$ cat src/rtl/alu16_pkg.sv
package alu16_pkg;

  localparam int DATA_W = 16;
  localparam int OP_W = 3;
  localparam int KIND_W = 4;

  typedef enum logic [OP_W-1:0] {
    OP_ADD = 3'd0,
    OP_SUB = 3'd1,
    OP_AND = 3'd2,
    OP_OR  = 3'd3,
    OP_SLT = 3'd4,
    OP_SHF = 3'd5
  } aluOp_e;

  typedef enum logic [KIND_W-1:0] {
    SK_LSL = 4'd0,
    SK_LSR = 4'd1,
    SK_ASR = 4'd2,
    SK_ROL = 4'd3,
    SK_ROR = 4'd4
  } shiftKind_e;

  typedef enum logic [1:0] {
    FILL_ZERO = 2'd0,
    FILL_SIGN = 2'd1,
    FILL_ROT  = 2'd2
  } fillSrc_e;

  // Strobes from the decoder to the datapath
  typedef struct packed {
    logic     arithEn;   // drive adder output onto result
    logic     invertB;   // subtract: invert B and carry in 1
    logic     andEn;
    logic     orEn;
    logic     sltEn;     // drive compare bit onto result
    logic     shiftEn;   // drive shifter output onto result
    logic     shLeft;
    logic     shPass;    // undefined kind: shifter passes A
    fillSrc_e shFill;
  } aluCtrl_t;

endpackage

$ cat src/rtl/alu16_ctrl.sv
module alu16_ctrl
  import alu16_pkg::*;
#(
  parameter int OPW = OP_W,
  parameter int KW  = KIND_W
) (
  input  logic [OPW-1:0] opSel,
  input  logic [KW-1:0]  shiftType,
  output aluCtrl_t       ctrl
);

  always_comb begin
    ctrl = '0;
    ctrl.shFill = FILL_ZERO;
    case (opSel)
      OP_ADD: ctrl.arithEn = 1'b1;
      OP_SUB: begin
        ctrl.arithEn = 1'b1;
        ctrl.invertB = 1'b1;
      end
      OP_AND: ctrl.andEn = 1'b1;
      OP_OR:  ctrl.orEn  = 1'b1;
      OP_SLT: begin
        ctrl.sltEn   = 1'b1;
        ctrl.invertB = 1'b1;
      end
      OP_SHF: begin
        ctrl.shiftEn = 1'b1;
        case (shiftType)
          SK_LSL: ctrl.shLeft = 1'b1;
          SK_LSR: ctrl.shFill = FILL_ZERO;
          SK_ASR: ctrl.shFill = FILL_SIGN;
          SK_ROL: begin
            ctrl.shLeft = 1'b1;
            ctrl.shFill = FILL_ROT;
          end
          SK_ROR: ctrl.shFill = FILL_ROT;
          default: ctrl.shPass = 1'b1;
        endcase
      end
      default: ctrl = '0;
    endcase
  end

  // at most one result source is selected
  always_comb begin
    assert_one_source_R10: assert ($onehot0({ctrl.arithEn, ctrl.andEn, ctrl.orEn,
                                             ctrl.sltEn, ctrl.shiftEn}))
      else $error("more than one result source selected");
  end

endmodule

$ cat src/rtl/alu16_dp.sv
module alu16_dp
  import alu16_pkg::*;
#(
  parameter int W = DATA_W
) (
  input  logic [W-1:0] opA,
  input  logic [W-1:0] opB,
  input  aluCtrl_t     ctrl,
  output logic [W-1:0] result
);

  localparam int MSB = W - 1;

  logic [W-1:0] bIn;
  logic [W-1:0] sum;
  logic [W-1:0] andVal;
  logic [W-1:0] orVal;
  logic         lessThan;
  logic         fillLeft;
  logic         fillRight;
  logic [W-1:0] shVal;

  // adder: B inverted plus carry-in gives A - B
  assign bIn = ctrl.invertB ? ~opB : opB;
  assign sum = opA + bIn + {{(W-1){1'b0}}, ctrl.invertB};

  // per-bit logic unit
  for (genvar i = 0; i < W; i++) begin : g_logic
    assign andVal[i] = opA[i] & opB[i];
    assign orVal[i]  = opA[i] | opB[i];
  end

  // signed compare: differing signs decide directly, otherwise the
  // sign of the difference (no overflow possible then)
  assign lessThan = (opA[MSB] ^ opB[MSB]) ? opA[MSB] : sum[MSB];

  // one-bit shifter
  always_comb begin
    unique case (ctrl.shFill)
      FILL_SIGN: fillRight = opA[MSB];
      FILL_ROT:  fillRight = opA[0];
      default:   fillRight = 1'b0;
    endcase
    fillLeft = (ctrl.shFill == FILL_ROT) ? opA[MSB] : 1'b0;
    if (ctrl.shPass)
      shVal = opA;
    else if (ctrl.shLeft)
      shVal = {opA[MSB-1:0], fillLeft};
    else
      shVal = {fillRight, opA[MSB:1]};
  end

  // AND-OR result selection
  always_comb begin
    result = ({W{ctrl.arithEn}} & sum)
           | ({W{ctrl.andEn}}   & andVal)
           | ({W{ctrl.orEn}}    & orVal)
           | ({W{ctrl.shiftEn}} & shVal)
           | ({W{ctrl.sltEn}}   & {{(W-1){1'b0}}, lessThan});
  end

  // arithmetic right shift keeps the sign bit
  always_comb begin
    if (ctrl.shiftEn && !ctrl.shPass && !ctrl.shLeft && ctrl.shFill == FILL_SIGN) begin
      assert_asr_sign_R5: assert (result[MSB] == opA[MSB])
        else $error("arithmetic shift lost the sign bit");
    end
  end

endmodule

$ cat src/rtl/alu16_shift.sv
module alu16_shift
  import alu16_pkg::*;
#(
  parameter int W   = DATA_W,
  parameter int OPW = OP_W,
  parameter int KW  = KIND_W
) (
  input  logic [W-1:0]   opA,
  input  logic [W-1:0]   opB,
  input  logic [OPW-1:0] opSel,
  input  logic [KW-1:0]  shiftType,
  output logic [W-1:0]   result,
  output logic           zero
);

  aluCtrl_t ctrl;

  alu16_ctrl #(.OPW(OPW), .KW(KW)) u_ctrl (
    .opSel(opSel),
    .shiftType(shiftType),
    .ctrl(ctrl)
  );

  alu16_dp #(.W(W)) u_dp (
    .opA(opA),
    .opB(opB),
    .ctrl(ctrl),
    .result(result)
  );

  assign zero = ~|result;

  always_comb begin
    if (opSel == OP_SLT) begin
      assert_slt_narrow_R4: assert (result[W-1:1] == '0)
        else $error("compare result wider than one bit");
    end
    if (opSel == OP_SUB && opA == opB) begin
      assert_equal_sub_zero_R2: assert (zero)
        else $error("equal operands did not give zero");
    end
    if (opSel == OP_SHF && (shiftType == SK_ROL || shiftType == SK_ROR)) begin
      assert_rotate_keeps_ones_R6: assert ($countones(result) == $countones(opA))
        else $error("rotate changed the number of ones");
    end
    if (opSel == OP_SHF && shiftType == SK_LSL) begin
      assert_lsl_fill_R5: assert (result[0] == 1'b0)
        else $error("left shift filled a one");
    end
    if (opSel == OP_SHF && shiftType > SK_ROR) begin
      assert_pass_through_R7: assert (result == opA)
        else $error("undefined shift kind altered the operand");
    end
    if (opSel > OP_SHF) begin
      assert_undef_op_R10: assert (zero)
        else $error("undefined operation gave a nonzero result");
    end
  end

endmodule

$ cat config.mk
export PLATFORM = sky130hd
export DESIGN_NAME = alu16_shift
export DESIGN_NICKNAME = d
export VERILOG_FILES = /design/src/rtl/alu16_pkg.sv /design/src/rtl/alu16_ctrl.sv /design/src/rtl/alu16_dp.sv /design/src/rtl/alu16_shift.sv
export SDC_FILE = /design/constraint.sdc
export NUM_CORES = 1
export LEC_CHECK = 0
export BUFFER_PORTS_ARGS = -buffer_cell sky130_fd_sc_hd__buf_2
export CAP_MARGIN = 15
export CORE_MARGIN = 5
export CORE_UTILIZATION = 50
export DETAILED_ROUTE_END_ITERATION = 16
export PLACE_DENSITY = 0.77
export SYNTH_ARGS = -nofsm -noshare
export SYNTH_HDL_FRONTEND = slang
export SYNTH_SLANG_ARGS = --single-unit
$ cat constraint.sdc
create_clock -name vclk -period 6.6
set_input_delay 0.66 -clock vclk [all_inputs]
set_output_delay 0.66 -clock vclk [all_outputs]
set_load 0.01 [all_outputs]
Yosys cells after proc, flatten, opt, wreduce, memory -nomap -nowiden
Index checks and enable logic that the tools add are counted.
- output and inout bits: 17
- word-level logic and storage cells: 80
- bits of input ports: 39
- bits in registers: 0
- $add $sub $neg: 2
- reduce and logical (&&, ||, !) cells: 9
- mux-type cells: 15
- bitwise logic cells: 43
- equality and inequality tests: 11
- operator list (cell ; number):
    16-bit bitwise AND ; 4
    16-bit bitwise OR ; 4
    16-bit two-way mux ; 3
    16-bit by 1-bit adder with 16-bit output ; 1
    16-bit adder ; 1
    1-bit bitwise AND ; 16
    16-bit by 1-bit bitwise AND with 16-bit output ; 1
    16-bit NOT ; 1
    1-bit bitwise OR ; 16
    16-bit OR reduction ; 1
    1-bit two-way mux ; 9
    4-bit by 2-bit equality test with 1-bit output, second input constant ; 2
    2-bit OR reduction ; 4
    3-bit by 2-bit equality test with 1-bit output, second input constant ; 2
    3-bit equality test, second input constant ; 2
    5-bit two-way mux ; 1
    5-bit OR reduction ; 1
    4-bit by 1-bit equality test with 1-bit output, second input constant ; 1
    4-bit by 3-bit equality test with 1-bit output, second input constant ; 1
    4-bit logical NOT ; 1
    2-bit one-hot mux with 2 select lines ; 1
    3-bit by 1-bit equality test with 1-bit output, second input constant ; 1
    3-bit logical NOT ; 1
    2-bit by 1-bit equality test with 1-bit output, second input constant ; 1
    4 further kinds ; 4

Longest topological paths before layout
- depth in word-level cells: 13
- gate-level depth with buffers: 14
- mapped depth without buffers: 12

Cells and area by module
From an unflattened synthesis, not the netlist that was laid out.
- cell total of the unflattened synthesis: 270
- area total of the unflattened synthesis: 1934.4 µm²
- by module, submodules not included (module ; sequential area each (µm²) ; instances ; area each (µm²) ; cells each):
    alu16_dp ; 0.0 ; 1 ; 1774.2 ; 249
    alu16_ctrl ; 0.0 ; 1 ; 126.4 ; 16
    alu16_shift ; 0.0 ; 1 ; 33.8 ; 5

Least setup slack after synthesis
OpenSTA, ideal clock, no wires.
- kind: in2out
- from: input opSel[1]
- to: output zero
- slack: 1.369 ns
- stages on the path: 13
- arrival: 4.571 ns
- data required time: 5.940 ns
- path buffers: 2
- cells stage by stage: clkbuf_1 -> nor2_1 -> clkbuf_1 -> xor2_1 -> fa_1 -> a211oi_1 -> o21ai_0 -> a21oi_1 -> xnor2_1 -> a221o_1 -> or4_1 -> or4_1 -> nor4_2
- cells in the longest elaborated chain, start to end: 13
- elaborated cells on any way between the ends: 35
- those cells by class: 2 x add/sub; 7 x eq/ne; 12 x mux; 9 x bitwise; 5 x reduce/logical
- RTL lines (element ; RTL line ; text):
    start, declared ; alu16_shift.sv:10 ; input logic [OPW-1:0] opSel,
    3-bit equality test / 3-bit by 1-bit equality test with 1-bit output (equally long branches) ; alu16_ctrl.sv:15 ; case (opSel)
    2-bit OR reduction (no source line) ; - ;
    1-bit two-way mux ; alu16_ctrl.sv:15 ;
    16-bit two-way mux ; alu16_dp.sv:24 ; assign bIn = ctrl.invertB ? ~opB : opB;
    16-bit adder ; alu16_dp.sv:25 ; assign sum = opA + bIn + {{(W-1){1'b0}}, ctrl.invertB};
    16-bit by 1-bit adder with 16-bit output ; alu16_dp.sv:25 ;
    16-bit bitwise AND ; alu16_dp.sv:55 ; result = ({W{ctrl.arithEn}} & sum)
    16-bit bitwise OR ; alu16_dp.sv:56 ; | ({W{ctrl.andEn}} & andVal)
    16-bit bitwise OR ; alu16_dp.sv:57 ; | ({W{ctrl.orEn}} & orVal)
    16-bit bitwise OR ; alu16_dp.sv:58 ; | ({W{ctrl.shiftEn}} & shVal)
    16-bit bitwise OR (*) ; alu16_dp.sv:59 ; | ({W{ctrl.sltEn}} & {{(W-1){1'b0}}, lessThan});
    via result[8] ; alu16_shift.sv:12 ; output logic [W-1:0] result,
    16-bit OR reduction (*) ; alu16_shift.sv:31 ; assign zero = ~|result;
    1-bit logical NOT (*) ; alu16_shift.sv:31 ;
    end, declared ; alu16_shift.sv:13 ; output logic zero
The timed path passes the listed nets; every way through them passes the cells marked *.

Worst setup path after layout
- from: input opSel[0]
- to: output zero
- cells in the longest elaborated chain, start to end: 13
- elaborated cells on any way between the ends: 35
- those cells by class: 2 x add/sub; 7 x eq/ne; 12 x mux; 9 x bitwise; 5 x reduce/logical
- RTL lines (element ; RTL line):
    3-bit equality test / 3-bit by 1-bit equality test with 1-bit output (equally long branches) ; alu16_ctrl.sv:15
    2-bit OR reduction (no source line) ; -
    1-bit two-way mux ; alu16_ctrl.sv:15
    16-bit two-way mux ; alu16_dp.sv:24
    16-bit adder ; alu16_dp.sv:25
    16-bit by 1-bit adder with 16-bit output ; alu16_dp.sv:25
    16-bit bitwise AND ; alu16_dp.sv:55
    16-bit bitwise OR ; alu16_dp.sv:56
    16-bit bitwise OR ; alu16_dp.sv:57
    16-bit bitwise OR ; alu16_dp.sv:58
    16-bit bitwise OR (*) ; alu16_dp.sv:59
    16-bit OR reduction (*) ; alu16_shift.sv:31
    1-bit logical NOT (*) ; alu16_shift.sv:31
Mark *: on every way between the ends. The rest lies on a longest branch, timed or not.

==> impl_metrics.ini <==
[min_path]
hold_path.class = primary input to primary output

[power_and_ir_drop]
power_density_mw_per_mm2 = 114
clkPwrFrac = 0
power_frac_comb = 1.000
peakVddDrop_mv = 0.0628
leakagePower_nw = 1.03
seqPwrFrac = 0
p_switching_uw = 156
p_int_uw = 107
swShare = 0.595

[sta]
rsz0062_at_grt = false
timing.fmax_mhz = 186
worst_slack_ns = 1.21
setup-violations-final = 0
fin_crit_sh = 0.816
slew_headroom = 0.361
worst_pin_slew_ns = 0.957
hold_ws_ns = 1.78
maxSlewViolCount = 0
setup_tns_ns = 0
fin_crit_ns = 5.39
finalHoldViolCount = 0

[global_route]
grt-ovfl-total = 0
grt_max_degree = 23
grt_use_total = 0.240
grt_pass1_wl_um = 10600
antenna_found_initial = 0
grt_pass1_vias = 2252

[clock_network]
cts_hold_buf = 0
cts_setup_buffers = 0
cts_resized = 0

[logic_synthesis]
synthTopCellsByArea = ha_1, xor2_1, a21oi_1, maj3_1, o21ai_0
synth_nets = 353
synth_cell_types = 55
syn_area_per_cell_um2 = 6.85
ys_seq_area_frac = 0
synth_top_cell_by_area = ha_1
yosysMostFrequentCell = a21oi_1
synth_commonest_cells = a21oi_1, nand2_1, nor2_1, ha_1, o21ai_0
netlist_area_mm2 = 0.00199
synthCells = 291
synth_warnings = 0
synth_top_area_frac = 0.138

[route]
first_pass_iters = 5
vias = 2453
routed_wl_um = 6510
avgViaCountPerCell = 6.34
wl_per_cell_um = 16.8
drt_iter0_drc = 310
drc = 0
ant_nets = 0

[finish]
numSequentialCells = 0
clkbuf_count = 0
ff_latch_area_um2 = 0
n_antenna_cell = 0
drive_above_1_share = 0.193
area_delta_synth_final_pct = 15.8
final_area_mm2 = 0.00231
utilization = 0.585
nNetsFinal = 401

[setup_path]
crit_chain = buf_2 > xnor2_1 > nor2_1 > buf_4 > xor2_1 > ha_1 > o21ai_0 > a21oi_1 > and4_1 > a22o_1 > a311o_1 > or4_1 > or4_1 > nor4_2 > buf_2
worstSetupPathType = primary input to primary output
crit_fanout = 22
crit_path_start_kind = primary input
cpMaxStageDelayCell = or4_1
arrival_ns = 4.73
cp_slowest_stage_delay_ns = 0.52
end_kind = primary output
cp.required_ns = 5.94

[floorplanning]
num_rows = 23
num_io_pins = 56
start_util = 0.505
die_height_um = 73.1
core_area_mm2 = 0.00394
die-area_mm2 = 0.00535
die_w_um = 73.1

[placed_design]
place.port_buffers = 56
dpl_worst_slack_ns = 1.24
place_hpwl_um = 5160
gp_congestion = 0.983
placed_area_mm2 = 0.00231

[run]
maxCapViolCount = 0

[outcome]
outcome = finished, final reports clean
==> path summary, 6_finish.rpt <==
path / from / to / slack (ns) / cells after the start
max: opSel[0] / zero / 1.21 / 15
min: opA[12] / result[12] / 1.78 / 4
==> final cells by class <==
class / instances / area [um2]
well taps: 50 / 62.6
fillers: 402 / 1640
multi-input cells: 265 / 1890
repair buffers: 59 / 303
inverters: 13 / 48.8
==> power groups by stage <==
stage                     clock network (mW)  logic (mW)  registers (mW)
final                                      0       0.263               0
after global routing                       0       0.289               0
after CTS                                  0       0.259               0
after detailed placement                   0       0.257               0
after global placement                     0       0.253               0
after floorplan                            0       0.178               0
==> cells in the final DEF, fill, tap and decap left out, types with 3 or more instances in the layout <==
cell | Yosys | final
a211o_1 | 3 | 3
a211oi_1 | 9 | 9
a21boi_0 | 3 | 3
a21oi_1 | 29 | 29
a221o_1 | 3 | 3
a31oi_1 | 3 | 3
and2_1 | 3 | 3
buf_2 | 2 | 56
buf_4 | 0 | 3
ha_1 | 22 | 22
inv_1 | 13 | 13
maj3_1 | 12 | 12
mux2i_1 | 10 | 10
nand2_1 | 25 | 25
nand2b_1 | 4 | 4
nand3_1 | 5 | 5
nand3b_1 | 3 | 3
nand4_1 | 3 | 3
nor2_1 | 23 | 23
nor3_1 | 6 | 6
o211ai_1 | 7 | 7
o21a_1 | 3 | 3
o21ai_0 | 22 | 22
or4_1 | 3 | 3
xnor2_1 | 9 | 9
xor2_1 | 20 | 20
==> cells by family after synthesis <==
family | count (synthesis) | share of synthesized area
and+or+nand+nor | 89 | 0.228
AOI/OAI and AO/OA | 102 | 0.335
adders and majority gates | 35 | 0.209
muxes | 10 | 0.0503
buffers and inverters | 26 | 0.0503
xor gates and xnor gates | 29 | 0.128
==> stage by stage <==
stage                     cells  power (mW)
after global routing        387       0.289
final                       387       0.263
after detailed placement    387       0.257
after floorplan             291       0.178
after global placement      387       0.253
after CTS                   387       0.259
==> routing by layer <==
layer	routed length [um]	vias up	track usage	share of wire
met5	0	-	0	0
met2	3020	123	0.398	0.46
met3	571	10	0.0165	0.088
li1	-	1189	-	-
met4	92	0	0.0430	0.014
met1	2830	1131	0.340	0.43
==> worst max-delay path, delay by kind of cell <==
kind,cells,cell delay [ns]
xor gates and xnor gates,2,0.36
and+or+nand+nor,5,1.48
AOI/OAI and AO/OA,4,1.10
buffers and inverters,3,0.83
adders and majority gates,1,0.29
Power figures use the tool's default switching activity.
